<file path="config.mk">
export PLATFORM = sky130hd
export DESIGN_NAME = ps2_host_port
export DESIGN_NICKNAME = d
export VERILOG_FILES = /design/src/rtl/ps2_host_port.sv
export SDC_FILE = /design/constraint.sdc
export NUM_CORES = 1
export LEC_CHECK = 0
export BUFFER_PORTS_ARGS = -buffer_cell sky130_fd_sc_hd__buf_2
export CORE_UTILIZATION = 65
export CTS_CLUSTER_SIZE = 8
export DETAILED_ROUTE_END_ITERATION = 8
export GPL_ROUTABILITY_DRIVEN = 0
export PLACE_DENSITY_LB_ADDON = 0.12
export SYNTH_ARGS = -nofsm -noshare
export SYNTH_HDL_FRONTEND = slang
export SYNTH_SLANG_ARGS = --single-unit
</file>
<file path="constraint.sdc">
create_clock -name clk -period 2.9 [get_ports clk]
set_input_delay 0.58 -clock clk [delete_from_list [all_inputs] [get_ports clk]]
set_output_delay 0.58 -clock clk [all_outputs]
set_load 0.1 [all_outputs]
</file>
<file path="src/rtl/ps2_host_port.sv">
module ps2_host_port #(
  parameter int INHIBIT_TICKS = 800,
  parameter int FILT_LEN      = 4
) (
  input  logic       clk,
  input  logic       rst_n,
  input  logic [1:0] addr,
  input  logic       wr_en,
  input  logic       rd_en,
  input  logic [7:0] wdata,
  output logic [7:0] rdata,
  input  logic       ps2_clk_in,
  output logic       ps2_clk_low,
  input  logic       ps2_dat_in,
  output logic       ps2_dat_low,
  output logic       rx_irq,
  output logic       tx_irq
);
  localparam int INH_W = (INHIBIT_TICKS > 1) ? $clog2(INHIBIT_TICKS) : 1;

  typedef enum logic [1:0] {TX_IDLE, TX_INH, TX_SHIFT} tx_state_t;

  logic [5:0] ctrl;
  logic [7:0] divisor, div_cnt;
  logic       tick;
  logic       en;

  logic [1:0]          clk_s, dat_s;
  logic [FILT_LEN-1:0] clk_h, dat_h;
  logic                f_clk, f_dat, f_clk_d, fall;

  tx_state_t  tx_state;
  logic [7:0] tx_sh;
  logic [3:0] tx_cnt;
  logic [INH_W-1:0] inh_cnt;
  logic       tx_dat_low, tx_idle, start_tx;

  logic [3:0] rx_cnt;
  logic [8:0] rx_sh;
  logic [7:0] rx_data;
  logic       rx_full, rx_perr, rx_done, rd_data;

  assign en       = ctrl[2];
  assign tx_idle  = (tx_state == TX_IDLE);
  assign start_tx = wr_en && addr == 2'd2 && en && tx_idle;
  assign rd_data  = rd_en && addr == 2'd2;
  assign fall     = f_clk_d & ~f_clk;
  assign rx_done  = en && tx_idle && fall && rx_cnt == 4'd10;

  assign ps2_clk_low = ctrl[0] | (tx_state == TX_INH);
  assign ps2_dat_low = ctrl[1] | tx_dat_low;
  assign rx_irq = en & ctrl[4] & rx_full;
  assign tx_irq = en & ctrl[3] & tx_idle;

  always_comb begin
    case (addr)
      2'd0:    rdata = {2'b00, ctrl};
      2'd1:    rdata = {1'b0, tx_idle, ~tx_idle, rx_full, rx_cnt != 4'd0, rx_perr, f_clk, f_dat};
      2'd2:    rdata = rx_data;
      default: rdata = divisor;
    endcase
  end

  always_ff @(posedge clk or negedge rst_n) begin
    if (!rst_n) begin
      ctrl    <= '0;
      divisor <= '0;
    end else if (wr_en) begin
      if (addr == 2'd0) ctrl <= wdata[5:0];
      if (addr == 2'd3) divisor <= wdata;
    end
  end

  always_ff @(posedge clk or negedge rst_n) begin
    if (!rst_n) begin
      div_cnt <= '0;
      tick    <= 1'b0;
    end else if (!en) begin
      div_cnt <= '0;
      tick    <= 1'b0;
    end else if (div_cnt >= divisor) begin
      div_cnt <= '0;
      tick    <= 1'b1;
    end else begin
      div_cnt <= div_cnt + 8'd1;
      tick    <= 1'b0;
    end
  end

  always_ff @(posedge clk or negedge rst_n) begin
    if (!rst_n) begin
      clk_s   <= 2'b11;
      dat_s   <= 2'b11;
      clk_h   <= '1;
      dat_h   <= '1;
      f_clk   <= 1'b1;
      f_dat   <= 1'b1;
      f_clk_d <= 1'b1;
    end else begin
      clk_s   <= {clk_s[0], ps2_clk_in};
      dat_s   <= {dat_s[0], ps2_dat_in};
      clk_h   <= {clk_h[FILT_LEN-2:0], clk_s[1]};
      dat_h   <= {dat_h[FILT_LEN-2:0], dat_s[1]};
      if (&clk_h) f_clk <= 1'b1;
      else if (~|clk_h) f_clk <= 1'b0;
      if (&dat_h) f_dat <= 1'b1;
      else if (~|dat_h) f_dat <= 1'b0;
      f_clk_d <= f_clk;
    end
  end

  always_ff @(posedge clk or negedge rst_n) begin
    if (!rst_n) begin
      tx_state   <= TX_IDLE;
      tx_sh      <= '0;
      tx_cnt     <= '0;
      inh_cnt    <= '0;
      tx_dat_low <= 1'b0;
    end else if (!en) begin
      tx_state   <= TX_IDLE;
      tx_dat_low <= 1'b0;
    end else begin
      case (tx_state)
        TX_IDLE: if (start_tx) begin
          tx_sh    <= wdata;
          inh_cnt  <= '0;
          tx_state <= TX_INH;
        end
        TX_INH: if (tick) begin
          if (inh_cnt == INH_W'(INHIBIT_TICKS - 1)) begin
            tx_state   <= TX_SHIFT;
            tx_dat_low <= 1'b1;
            tx_cnt     <= '0;
          end else begin
            inh_cnt <= inh_cnt + 1'b1;
          end
        end
        TX_SHIFT: if (fall) begin
          tx_cnt <= tx_cnt + 4'd1;
          if (tx_cnt < 4'd8)       tx_dat_low <= ~tx_sh[tx_cnt[2:0]];
          else if (tx_cnt == 4'd8) tx_dat_low <= ^tx_sh;
          else if (tx_cnt == 4'd9) tx_dat_low <= 1'b0;
          else                     tx_state   <= TX_IDLE;
        end
        default: tx_state <= TX_IDLE;
      endcase
    end
  end

  always_ff @(posedge clk or negedge rst_n) begin
    if (!rst_n) begin
      rx_cnt  <= '0;
      rx_sh   <= '0;
      rx_data <= '0;
      rx_full <= 1'b0;
      rx_perr <= 1'b0;
    end else begin
      if (!en || !tx_idle) begin
        rx_cnt <= '0;
      end else if (fall) begin
        if (rx_cnt == 4'd0) begin
          if (!f_dat) rx_cnt <= 4'd1;
        end else if (rx_cnt < 4'd10) begin
          rx_sh  <= {f_dat, rx_sh[8:1]};
          rx_cnt <= rx_cnt + 4'd1;
        end else begin
          rx_data <= rx_sh[7:0];
          rx_perr <= ~^rx_sh;
          rx_cnt  <= '0;
        end
      end
      if (rx_done)      rx_full <= 1'b1;
      else if (rd_data) rx_full <= 1'b0;
    end
  end

  p_irq_off_disabled_r8: assert property (@(posedge clk) disable iff (!rst_n)
    !en |-> !rx_irq && !tx_irq);
  p_rd_clears_full_r6: assert property (@(posedge clk) disable iff (!rst_n)
    rd_data && !rx_done |=> !rx_full);
  p_inhibit_holds_clk_r3: assert property (@(posedge clk) disable iff (!rst_n)
    tx_state == TX_INH |-> ps2_clk_low && !tx_dat_low);
  p_busy_write_ignored_r5: assert property (@(posedge clk) disable iff (!rst_n)
    wr_en && addr == 2'd2 && !tx_idle |=> $stable(tx_sh));
  p_force_lines_r9: assert property (@(posedge clk) disable iff (!rst_n)
    (ctrl[0] |-> ps2_clk_low) and (ctrl[1] |-> ps2_dat_low));
  p_no_rx_during_tx_r6: assert property (@(posedge clk) disable iff (!rst_n)
    !tx_idle |=> $stable(rx_full) || !rx_full);
endmodule

</file>
# Word level (Yosys, flattened, before mapping)
# Index checks and enable logic that the tools add are counted.
dict set report totals {
  regBits 86
  in_bits 16
}
dict set report op_classes {
  add_sub_neg 4
  magnitude_cmp 4
  n_eq_ne 26
  muxes 43
  n_bitwise 13
  reduce_logical 34
}
# operator n
set op_table {}
lappend op_table {{$mux W4} 8}
lappend op_table {{$mux W10} 3}
lappend op_table {{$pmux W8 S3} 1}
lappend op_table {{$pmux W10 S2} 1}
lappend op_table {{$ne A3 B3 Y1 const B} 6}
lappend op_table {{$mux W1} 16}
lappend op_table {{$mux W2} 8}
lappend op_table {{$mux W8} 2}
lappend op_table {{$reduce_and A4 Y1} 4}
lappend op_table {{$reduce_and A5 Y1} 3}
lappend op_table {{$eq A4 B4 Y1 const B} 3}
lappend op_table {{$add A10 B1 Y10 const B} 1}
lappend op_table {{$eq A10 B10 Y1 const B} 1}
lappend op_table {{$ne A2 B2 Y1 const B} 5}
lappend op_table {{$reduce_xnor A9 Y1} 1}
lappend op_table {{$add A4 B1 Y4 const B} 2}
lappend op_table {{$add A8 B1 Y8 const B} 1}
lappend op_table {{$ge A8 B8 Y1} 1}
lappend op_table {{$lt A4 B4 Y1 const B} 2}
lappend op_table {{$pmux W4 S2} 1}
lappend op_table {{$reduce_bool A2 Y1} 4}
lappend op_table {{$reduce_or A4 Y1} 2}
lappend op_table {{$reduce_xor A8 Y1} 1}
lappend op_table {{$logic_and A1 B1 Y1} 7}
lappend op_table {{other kinds (21)} 40}

# Logic depth before layout (Yosys ltp)
# Gate-level depths: netlist of the first run.
dict set report depth {
  ltp_word 7
  mapped_depth 8
  ltp_nobuf 7
}

# Worst setup path before layout of the first run
# OpenSTA, ideal clock, no wires.
dict set report synth_timing {
  path_type {in2out}
  startpoint {in addr[0]}
  endpoint {out rdata[5]}
  t_arrival_ns 3.438
  required_ns 2.320
  setup_slack_ns -1.118
  cell_stages 4
  path_buffers 2
  cell_sequence {clkbuf_1 > buf_1 > o21ai_0 > o21ai_0}
}
dict set report synth_via {
  elab_chain_len 2
  elab_cells_between_ends 4
  classes_between {eq/ne: 2; mux: 1; reduce/logical: 1}
}
# item line_no
set synth_lines {}
lappend synth_lines {{start: declaration} 7} ;# input logic [1:0] addr,
lappend synth_lines {{$eq A2 B2 Y1 (tied with other cells)} 56} ;# case (addr)
lappend synth_lines {{$pmux W8 S3 *} 56}
lappend synth_lines {{end: declaration} 11} ;# output logic [7:0] rdata,
# Mark *: on every way between the ends. The rest lies on a longest branch, timed or not.

# Worst setup path in the final report of the first run
dict set report layout_timing {
  startpoint {reg rx_cnt[0]}
  endpoint {out rdata[3]}
}
dict set report layout_via {
  elab_chain_len 2
}
# item line_no
set layout_lines {}
lappend layout_lines {{start: declaration} 38} ;# logic [3:0] rx_cnt;
lappend layout_lines {{start signal: assignment} 165} ;# rx_cnt <= rx_cnt + 4'd1;
lappend layout_lines {{$reduce_bool A4 Y1} 58} ;# 2'd1: rdata = {1'b0, tx_idle, ~tx_idle, rx_full, rx_cnt != 4'd0, rx_perr, f_clk, f_dat};
lappend layout_lines {{$pmux W8 S3} 56}
# No other way between the ends.

==> key figures, run 1 <==
Status
  • Outcome: completed

Global routing
  • Antenna violations before repair: 0
  • Gr ovfl total: 0
  • Pin count of the biggest net entering global routing: 51
  • Vias in the first global route: 2859
  • First-pass GRT wire length: 13660 µm
  • GR Util All Layers: 25.43%

CTS
  • Clock sinks: 86
  • CTS tree: yes
  • H-Tree Depth: 3
  • CTS max path bufs: 2
  • Worst-Skew Late Latency: 0.35 ns
  • Clock transition at path regs: 0.08 ns
  • Cts bufs inserted: 9
  • CTS root buf: clkbuf_8

Worst setup path
  • CP Cell Sequence: inv_1 > ha_1 > or3b_2 > mux4_2 > buf_6
  • Crit path launch type: flop
  • Crit. End Element: output pin
  • CP startpoint: rx_cnt[0]$_DFFE_PN0P_
  • CP endpoint: rdata[3]
  • Buf/Inv on CP: 2
  • R2r startpoint: divisor[0]$_DFFE_PN0P_
  • Required time worst endpoint: 2.32 ns
  • Worst path arrival time: 2.25 ns
  • Worst-path maximum fanout: 6
  • Worst R2R Setup Slack: 0.55 ns
  • Crit Path Category: reg2out
  • Cell depth of the worst flop-to-flop path: 6
  • Slowest-stage cell, CP: or3b_2
  • Cell family with most CP delay: simple AND/OR/NAND/NOR gates
  • R2r endpoint: div_cnt[2]$_DFF_PN0_
  • Biggest cell delay along the critical path: 0.51 ns
  • Critical path depth: 5

Final layout
  • Nets: 421
  • Design area: 4737 µm²
  • Layout Utilization: 74.60%
  • Ant. Diodes: 0
  • Layout cell share with drive strength beyond 1: 31.22%
  • Fill cell count: 443
  • Area grow syn2layout: 10.73%
  • Finished Layout Cells: 471

Floorplanning
  • Ports: 28
  • Die area: 6910 µm²
  • Core area: 6350 µm²
  • Row Count: 29
  • Die X: 83.13 µm
  • Die H: 83.13 µm
  • Initial Utilization: 67.37%

Worst hold path
  • Hold Crit Class: in2async

Timing
  • Final setup violation count: 0
  • Max_slew headroom: 36.14%
  • Period utilisation layout: 97.66%
  • Post-route setup slack: 0.06778 ns
  • Slew @ Worst Pin: 0.9430 ns
  • Setup TNS: 0 ns
  • Final hold violation count: 0
  • RSZ-0062 raised after global routing: no
  • Final min period: 2.832 ns
  • Peak Freq: 353.1 MHz
  • Max-slew violations: 0
  • Max Clock Skew: 0.01167 ns

Synth
  • Post-synth EDFFs: 0
  • Ys flop type: dfrtp_1
  • Area of the mapped netlist: 4278 µm²
  • Ys async rst share: 100.0%
  • Post-synth cell types: 60
  • Synth Area in Compound Gates: 9.623%
  • Avg Inst Size Synth: 11.98 µm²
  • Area leader, netlist: dfrtp_1
  • Top cells by area, synth: dfrtp_1 (42%), mux2_2 (11%), dfstp_2 (9.2%), ha_1 (4.7%), mux4_2 (3.7%)
  • Post-Syn Instances: 357
  • Adder-cell area share of the yosys netlist: 4.680%
  • Largest family of logic cells by synthesized area: multiplexers
  • Simple-gate share of the synthesized area: 11.87%
  • Post-Syn Nets: 389
  • Yosys top cell area share: 41.53%
  • Synth Warn #: 0
  • Seq/Total Area, Yosys: 50.75%
  • Xor-xnor portion of the synthesized cell area: 5.733%
  • Mux share of post-synthesis cell area: 14.68%
  • Post-synthesis register bit count: 86

Pwr
  • Total power divided by cell area: 643.3 nW/µm²
  • Worst vdd ir: 0.4477 mV
  • LEAKAGE: 2.172 nW

Drt
  • Drt wl/cell: 17.23 µm
  • Final ANT Viol Nets: 0
  • Detailed-route DRC error count: 0
  • Vias: 2837
  • DR pass1 iterations: 4
  • Vias per inst: 6.023
  • Routed WL: 8116 µm
  • Detailed Route Iter0 Violations: 155

Placed design
  • Count of input and output buffers: 27
  • Final HPWL DP: 5683 µm
  • DP Area: 4503 µm²
  • Pre-CTS setup slack: 0.3660 ns
  • Cells after DPL: 455

Job
  • Max Cap Viol: 0
how the worst min path moves through the flow:
stage,from,slack (ns),to,cells past startpoint
2_1_floorplan,rst_n,0.28,ctrl[0]$_DFFE_PN0P_,0
3_3_place_gp,clk_s[0]$_DFF_PN1_,0.35,clk_s[1]$_DFF_PN1_,0
3_5_place_dp,clk_s[0]$_DFF_PN1_,0.35,clk_s[1]$_DFF_PN1_,0
4_1_cts,rst_n,0.20,inh_cnt[5]$_DFFE_PN0P_,1
5_1_grt,rst_n,0.22,inh_cnt[5]$_DFFE_PN0P_,1
6_report,rst_n,0.19,inh_cnt[5]$_DFFE_PN0P_,1
metrics by stage:
| step | power, mW | hold WS (ns) |
|---|---|---|
| 2_1_floorplan | 1.963 | 0.2844 |
| 3_3_place_gp | 2.099 | 0.3456 |
| 3_5_place_dp | 2.120 | 0.3475 |
| 4_1_cts | 3.058 | 0.1985 |
| 5_1_grt | 3.172 | 0.2170 |
| 6_report | 3.047 | 0.1915 |
layout make-up:
type	count	area, µm²	area share, %
clock buffers	13	158.9	3.354
clock inverters	3	67.56	1.426
inverters	15	56.30	1.189
multi-input cells	246	1999	42.21
flip-flops and latches	86	2172	45.85
well taps	77	96.34	2.034
repair buffers	31	186.4	3.936
state kept, by name, indices dropped and copies added (netlist names), 6 cells and up:
register,flops
ctrl,6
div_cnt,8
divisor,8
inh_cnt,10
rx_data,8
rx_sh,9
tx_sh,8
placed cells by master, fill, tap and decap left out, types with 4 or more instances in the layout:
master,instances
ha_1,16
xnor2_1,14
and3_1,5
nand3_1,8
o21ai_0,20
dfrtp_1,70
nand2b_1,5
mux4_2,7
inv_1,15
dfstp_2,15
xor2_1,14
clkbuf_8,11
nand3b_1,4
buf_4,4
a21oi_1,11
nor2_1,24
nand2_1,16
mux2_2,40
buf_2,25
metal layers:
| layer | vias up | share of wire [%] | global-route usage (%) |
|---|---|---|---|
| li1 | 1338 | - | - |
| met1 | 1407 | 45 | 33.82 |
| met2 | 66 | 49 | 41.58 |
| met3 | 26 | 2.9 | 3.877 |
| met4 | 0 | 3.1 | 11.60 |
| met5 | - | 0 | 0 |
synth_stat cells (4+ instances only):
cell and number:
dfrtp_1 71, mux2_2 40, nor2_1 24, o21ai_0 21, ha_1 16, nand2_1 16
dfstp_2 15, inv_1 15, xnor2_1 14, xor2_1 14, a21oi_1 12, nand3_1 8
mux4_2 7, and3_1 5, clkbuf_1 5, nand2b_1 5, nand3b_1 4, nor2b_1 4
power breakdown:
| part | switching, mW | total (mW) | internal, mW |
|---|---|---|---|
| clock | 0.406 | 0.939 | 0.534 |
| combinational | 0.421 | 0.695 | 0.275 |
| sequential | 0.0997 | 1.41 | 1.31 |
| total | 0.926 | 3.05 | 2.12 |
cell families (layout without fill, tap and decap cells):
kind of cell	after synthesis	in the layout
fa+ha+maj	16	16
buf+inv	25	62
compound gates	60	60
flops	86	86
mux	49	49
xor+xnor	28	28
simple gates	93	93
what timing repair did:
item                                   4_1_cts  5_1_grt
endpoints found under the hold margin        0        0
hold buffers                                 0        0
setup buffers                                0        0
gates resized for setup                      1        2
setup endpoints to repair                    1        1
Power figures use the tool's default switching activity.
==> inputs of run 2 (changes only) <==
--- a/config.mk
+++ b/config.mk
@@ -5,6 +5,7 @@
 export SDC_FILE = /design/constraint.sdc
 export NUM_CORES = 1
 export LEC_CHECK = 0
+export ABC_AREA = 1
 export BUFFER_PORTS_ARGS = -buffer_cell sky130_fd_sc_hd__buf_2
 export CORE_UTILIZATION = 65
 export CTS_CLUSTER_SIZE = 8
==> run 2 against run 1 <==
  * Clock skew fell by 0.0023 ns
  * Cell count is 45% higher
  * Setup slack improved by 0.25 ns
  * Fmax increased by 9.7%
  * Synthesized cell count grew 59%
  * Die area rose by 5.6%
  * Critical path depth grew 1
==> key figures, run 2 <==
CTS
  • Post-CTS Setup Bufs: 0 (unchanged)
  • Worst-Skew Late Latency: 0.35 ns (about the same)
  • CTS max path bufs: 2 (unchanged)
  • Post-CTS Resized: 0 (-1)
  • Cts bufs inserted: 9 (unchanged)
  • Clock sinks: 86 (unchanged)
  • Clock transition at path regs: 0.09 ns (about the same)
  • Hold buffers post-CTS: 0 (unchanged)
  • CTS root buf: clkbuf_8
  • CTS tree: yes
  • H-Tree Depth: 3 (unchanged)

Timing
  • Peak Freq: 387.2 MHz (+9.7%)
  • Max_slew headroom: 67.33% (+31 points)
  • Max Clock Skew: 0.009338 ns (-0.002331 ns)
  • Final setup violation count: 0 (unchanged)
  • Setup TNS: 0 ns (unchanged)
  • Period utilisation layout: 89.07% (-8.6 points)
  • Final min period: 2.583 ns (-0.2493 ns)
  • RSZ-0062 raised after global routing: no
  • Slew @ Worst Pin: 0.4935 ns (-0.4495 ns)
  • Final hold violation count: 0 (unchanged)
  • Max-slew violations: 0 (unchanged)
  • Post-route setup slack: 0.3170 ns (+0.2493 ns)

Pwr
  • Switching share of power: 37.62% (+7.2 points)
  • Total power divided by cell area: 678.4 nW/µm² (+5.5%)
  • Switching pwr: 1.264 mW (+36%)
  • Seq pwr share: 46.7% (+0.3 points)
  • Combinational power share: 27.9% (+5.1 points)
  • Worst vdd ir: 0.4137 mV (-7.6%)
  • LEAKAGE: 2.431 nW (+12%)
  • Pint: 2.096 mW (-1.2%)
  • Clock power share: 25.5% (-5.3 points)
  • Overall power: 3.360 mW (+10%)

Placed design
  • DP Area: 4753 µm² (+5.6%)
  • Pre-CTS setup slack: 0.4521 ns (+0.08614 ns)
  • Count of input and output buffers: 27 (unchanged)
  • Final HPWL DP: 7240 µm (+27%)

Synth
  • Avg Inst Size Synth: 7.996 µm² (-33%)
  • Post-Syn Nets: 598 (+54%)
  • Synth top cells by count: nand2_1 (165), inv_1 (77), dfrtp_1 (71)
  • Adder-cell area share of the yosys netlist: 4.424% (-0.26 points)
  • Count leader, synth: nand2_1
  • Post-synth cell types: 41 (-32%)
  • Mux share of post-synthesis cell area: 0% (-15 points)
  • Ys async rst share: 100.0% (unchanged)
  • Area of the mapped netlist: 4526 µm² (+5.8%)
  • Xor-xnor portion of the synthesized cell area: 1.935% (-3.8 points)
  • Synth Area in Compound Gates: 11.75% (+2.1 points)
  • Post-synthesis register bit count: 86 (unchanged)
  • Largest family of logic cells by synthesized area: simple AND/OR/NAND/NOR gates
  • Yosys top cell area share: 39.26% (-2.3 points)
  • Simple-gate share of the synthesized area: 25.85% (+14 points)
  • Top cells by area, synth: dfrtp_1 (39%), nand2_1 (14%), dfstp_2 (8.7%), inv_1 (6.4%), o21ai_0 (5.5%)
  • Post-Syn Instances: 566 (+59%)
  • Area leader, netlist: dfrtp_1
  • Post-synth EDFFs: 0 (unchanged)
  • Seq/Total Area, Yosys: 47.97% (-2.8 points)
  • Ys flop type: dfrtp_1
  • Synth Warn #: 0 (unchanged)

Final layout
  • Area grow syn2layout: 9.455%
  • Biggest regs: inh_cnt: 10 flops, rx_sh: 9 flops
  • Max FFs per register: 10 (unchanged)
  • Ant. Diodes: 0 (unchanged)
  • Nets: 630 (+50%)
  • Most flop-heavy register: inh_cnt
  • Layout Utilization: 73.31% (-1.3 points)
  • Design area: 4954 µm² (+4.6%)
  • Commonest non-fill, non-tap cells in the layout: nand2_1 (165), inv_1 (77), dfrtp_1 (71)
  • Commonest non-fill, non-tap cell in the layout: nand2_1
  • Layout cell share with drive strength beyond 1: 13.60% (-18 points)

Global routing
  • Antenna violations before repair: 0 (unchanged)
  • Vias in the first global route: 3658 (+28%)
  • First-pass GRT wire length: 16560 µm (+21%)
  • Pin count of the biggest net entering global routing: 54 (+5.9%)
  • Gr ovfl total: 0 (unchanged)
  • GR Util All Layers: 29.09% (+3.7 points)

Worst setup path
  • Worst path arrival time: 2.00 ns (-0.25 ns)
  • Required time worst endpoint: 2.32 ns (about the same)
  • Worst-path maximum fanout: 4 (-2)
  • Crit. End Element: output pin
  • Crit path launch type: flop
  • Crit Path Category: reg2out

Drt
  • Final ANT Viol Nets: 0 (unchanged)
  • DR pass1 iterations: 5 (+1)
  • Detailed-route DRC error count: 0 (unchanged)
  • Vias: 3763 (+33%)
  • Vias per inst: 5.510 (-8.5%)
  • Drt wl/cell: 14.09 µm (-18%)
  • Routed WL: 9625 µm (+19%)
  • Detailed Route Iter0 Violations: 258 (+66%)

Floorplanning
  • Die area: 7300 µm² (+5.6%)
  • Ports: 28 (unchanged)
  • Die X: 85.44 µm (+2.8%)
  • Initial Utilization: 66.98% (-0.39 points)
  • Row Count: 30 (+3.4%)
  • Core area: 6756 µm² (+6.4%)
  • Die H: 85.44 µm (+2.8%)

Job
  • Max Cap Viol: 0 (unchanged)

Status
  • Outcome: completed

Worst hold path
  • Hold Crit Class: in2async
==> run 2: changes by cell type after synthesis, moves of 4 or more <==
cell	previous run	this run
nand2_1	16	165
xor2_1	14	7
mux2_2	40	0
o21ai_0	21	50
xnor2_1	14	3
inv_1	15	77
and3_1	5	0
nand3_1	8	32
nand4_1	2	12
mux4_2	7	0
o21ai_1	0	14
nor3_1	3	7
nor2_1	24	34
nor2b_1	4	0
==> run 2: final cells by class <==
type                            instances  area [µm²]
Sequential cell                        86        2171
Multi-Input combinational cell        390        2009
Fill cell                             554        1803
Inverter                               82       307.8
Timing Repair Buffer                   29       165.2
Clock buffer                           12       145.1
Tap cell                               80       100.1
Clock inverter                          4       55.05
==> run 2: per-layer routing <==
layer	global-route usage (%)	vias up	part of all wire [%]
li1	-	1887	-
met1	39.34	1801	45
met2	48.36	64	50
met3	5.545	11	3.2
met4	8.030	0	1.0
met5	0	-	0
==> run 2: power groups by stage <==
stage / registers (mW) / clock network (mW) / logic [mW]
after floorplan: 1.53 / 0 / 0.752
after global placement: 1.58 / 0 / 0.891
after detailed placement: 1.59 / 0 / 0.934
after CTS: 1.56 / 0.878 / 0.939
after global routing: 1.59 / 0.925 / 1.07
final: 1.57 / 0.856 / 0.936
==> run 2: worst paths after layout <==
path | cells after the start | end | start | slack [ns]
max reg2reg | 7 | inh_cnt[9]$_DFFE_PN0P_ | ctrl[2]$_DFFE_PN0P_ | 1.00
max in group asynchronous | 2 | dat_s[0]$_DFF_PN1_ | rst_n | 2.07
min in group clk | 1 | clk_s[0]$_DFF_PN1_ | ps2_clk_in | 0.31
min reg2reg | 0 | clk_h[0]$_DFF_PN1_ | clk_s[1]$_DFF_PN1_ | 0.36
max | 6 | rdata[3] | rx_cnt[0]$_DFFE_PN0P_ | 0.32
min | 1 | inh_cnt[3]$_DFFE_PN0P_ | rst_n | 0.16
==> run 2: per-stage QoR <==
step,hold slack (ns),instances
6_report,0.1612,683
3_3_place_gp,0.3455,667
5_1_grt,0.1709,683
2_1_floorplan,0.2844,566
4_1_cts,0.1670,683
3_5_place_dp,0.3476,667
==> run 2: critical path, stage by stage (launching register included) <==
cell and delay, ns:
dfrtp_1 0.39, inv_1 0.10, ha_1 0.22, nand3_1 0.23, a22oi_1 0.11, o211ai_1 0.13, buf_2 0.47
==> run 2: kinds of logic after synthesis <==
| family | after synthesis |
|---|---|
| compound gates | 95 |
| flops | 86 |
| xor+xnor | 10 |
| buf+inv | 90 |
| simple gates | 269 |
| fa+ha+maj | 16 |
==> inputs of run 3 (changes only) <==
--- a/config.mk
+++ b/config.mk
@@ -7,7 +7,7 @@
 export LEC_CHECK = 0
 export ABC_AREA = 1
 export BUFFER_PORTS_ARGS = -buffer_cell sky130_fd_sc_hd__buf_2
-export CORE_UTILIZATION = 65
+export CORE_UTILIZATION = 55
 export CTS_CLUSTER_SIZE = 8
 export DETAILED_ROUTE_END_ITERATION = 8
 export GPL_ROUTABILITY_DRIVEN = 0
==> constraint.sdc (replaced) <==
create_clock -name clk -period 2.1 [get_ports clk]
set_input_delay 0.42 -clock clk [delete_from_list [all_inputs] [get_ports clk]]
set_output_delay 0.42 -clock clk [all_outputs]
set_load 0.1 [all_outputs]
==> run 3 against run 2 <==
  * Core utilization shrank 5.8 points
  * Global-route usage shrank 4.6 points
  * Power grew 47%
  * Setup slack lost 0.26 ns
  * Sequential power grew 38%
  * Register-to-register slack lost 0.73 ns
  * Critical path type is now in2out
  * Largest cell class unchanged
  * Largest power group unchanged
  * Highest routed layer unchanged
==> key figures, run 3 (synthesis results as in run 2) <==
Floorplanning
  • Die X: 92.71 µm (+8.5%)
  • Die area: 8595 µm² (+18%)
  • Ports: 28 (unchanged)
  • Row Count: 32 (+6.7%)
  • Core area: 7848 µm² (+16%)
  • Initial Utilization: 57.67% (-9.3 points)
  • Die H: 92.71 µm (+8.5%)

Pwr
  • Worst vdd ir: 0.4546 mV (+9.9%)
  • Total power divided by cell area: 932.3 nW/µm² (+37%)
  • LEAKAGE: 2.556 nW (+5.1%)
  • Overall power: 4.940 mW (+47%)

Drt
  • Final ANT Viol Nets: 0 (unchanged)
  • Drt wl/cell: 13.59 µm (-3.6%)
  • Detailed Route Iter0 Violations: 167 (-35%)
  • DR pass1 iterations: 5 (unchanged)
  • Routed WL: 9757 µm (+1.4%)
  • Vias per inst: 5.206 (-5.5%)
  • Detailed-route DRC error count: 0 (unchanged)
  • Vias: 3738 (-0.66%)

Final layout
  • Commonest non-fill, non-tap cell in the layout: nand2_1
  • Ant. Diodes: 0 (unchanged)
  • Finished Layout Cells: 718 (+5.1%)
  • Fill cell count: 636 (+15%)
  • Most flop-heavy register: inh_cnt
  • Area grow syn2layout: 17.09%
  • Biggest regs: inh_cnt: 10 flops, rx_sh: 9 flops
  • Nets: 643 (+2.1%)
  • Max FFs per register: 10 (unchanged)
  • Layout Utilization: 67.52% (-5.8 points)
  • Commonest non-fill, non-tap cells in the layout: nand2_1 (165), inv_1 (74), dfrtp_1 (70)
  • Layout cell share with drive strength beyond 1: 17.69% (+4.1 points)
  • Design area: 5299 µm² (+7.0%)

CTS
  • Clock transition at path regs: 0.09 ns (about the same)
  • H-Tree Depth: 3 (unchanged)
  • Cts bufs inserted: 9 (unchanged)
  • CTS max path bufs: 2 (unchanged)
  • Clock sinks: 86 (unchanged)
  • CTS tree: yes
  • Worst-Skew Late Latency: 0.36 ns (about the same)
  • CTS root buf: clkbuf_8

Timing
  • Final setup violation count: 0 (unchanged)
  • Final min period: 2.046 ns
  • Max_slew headroom: 67.36% (about the same)
  • Final hold violation count: 0 (unchanged)
  • Post-route setup slack: 0.05375 ns (-0.2633 ns)
  • Period utilisation layout: 97.44%
  • RSZ-0062 raised after global routing: no
  • Peak Freq: 488.7 MHz
  • Max-slew violations: 0 (unchanged)
  • Max Clock Skew: 0.009863 ns (+0.0005249 ns)
  • Slew @ Worst Pin: 0.4929 ns (-0.0006011 ns)

Global routing
  • First-pass GRT wire length: 16300 µm (-1.5%)
  • Pin count of the biggest net entering global routing: 43 (-20%)
  • GR Util All Layers: 24.53% (-4.6 points)
  • Antenna violations before repair: 0 (unchanged)
  • Vias in the first global route: 3596 (-1.7%)
  • Gr ovfl total: 0 (unchanged)

Worst setup path
  • Worst path arrival time: 1.63 ns (-0.37 ns)
  • Worst-path maximum fanout: 4 (unchanged)
  • Crit Path Category: in2out
  • Crit. End Element: output pin
  • Required time worst endpoint: 1.68 ns (-0.64 ns)
  • Crit path launch type: input pin

Placed design
  • Count of input and output buffers: 27 (unchanged)
  • DP Area: 4974 µm² (+4.6%)
  • Pre-CTS setup slack: 0.06851 ns (-0.3836 ns)
  • Final HPWL DP: 7197 µm (-0.58%)
  • Cells after DPL: 695 (+4.2%)

Job
  • Max Cap Viol: 0 (unchanged)

Worst hold path
  • Hold Crit Class: in2reg

Status
  • Outcome: completed
==> run 3: worst max-delay path, stage by stage <==
cell,delay (ns)
buf_2,0.14
inv_1,0.07
nand2_1,0.14
clkinvlp_4,0.15
buf_4,0.17
a22oi_2,0.14
o211ai_1,0.16
clkbuf_16,0.23
==> run 3: metrics by stage <==
| stage | setup TNS, ns | hold WS (ns) |
|---|---|---|
| floorplan | -1.557 | 0.1244 |
| global placement | 0 | 0.3455 |
| detailed placement | 0 | 0.3470 |
| CTS | 0 | 0.1328 |
| global route | 0 | 0.1332 |
| finish | 0 | 0.1462 |
==> run 3: final timing paths <==
| check | slack, ns | to | depth (start not counted) | startpoint |
|---|---|---|---|---|
| min reg2reg | 0.36 | dat_s[1]$_DFF_PN1_ | 0 | dat_s[0]$_DFF_PN1_ |
| max in group asynchronous | 0.95 | clk_h[0]$_DFF_PN1_ | 3 | rst_n |
| max | 0.05 | rdata[3] | 8 | addr[0] |
| min in group asynchronous | 0.52 | inh_cnt[2]$_DFFE_PN0P_ | 2 | rst_n |
| min | 0.15 | dat_s[0]$_DFF_PN1_ | 1 | ps2_dat_in |
| max reg2reg | 0.27 | inh_cnt[4]$_DFFE_PN0P_ | 9 | inh_cnt[0]$_DFFE_PN0P_ |
==> run 3: area by class of cell <==
| cell class | count | area (µm²) | share of cell area, % |
|---|---|---|---|
| clock buffers | 9 | 123.9 | 2.338 |
| inverters | 82 | 311.5 | 5.880 |
| flip-flops and latches | 86 | 2172 | 40.99 |
| multi-input cells | 390 | 2058 | 38.84 |
| well taps | 102 | 127.6 | 2.408 |
| repair buffers | 42 | 405.4 | 7.651 |
| clock inverters | 7 | 100.1 | 1.889 |
==> run 3: timing repair <==
item | CTS | global route
endpoints found under the setup margin | 3 | 3
gates resized for setup | 6 | 5
pin swaps | 2 | 3
hold buffers | 1 | 0
hold endpoints to repair | 21 | 0
setup buffers | 4 | 2
==> run 3: per-layer routing <==
layer,wire (µm),share of wire [%],GRT usage (%)
met4,187,1.9,7.436
met3,275,2.8,4.516
met1,4512,46,32.70
met2,4782,49,40.86
met5,0,0,0
==> run 3: power breakdown <==
part           switching (mW)  internal [mW]
registers               0.255           1.91
logic                   0.922          0.532
clock network           0.640          0.685
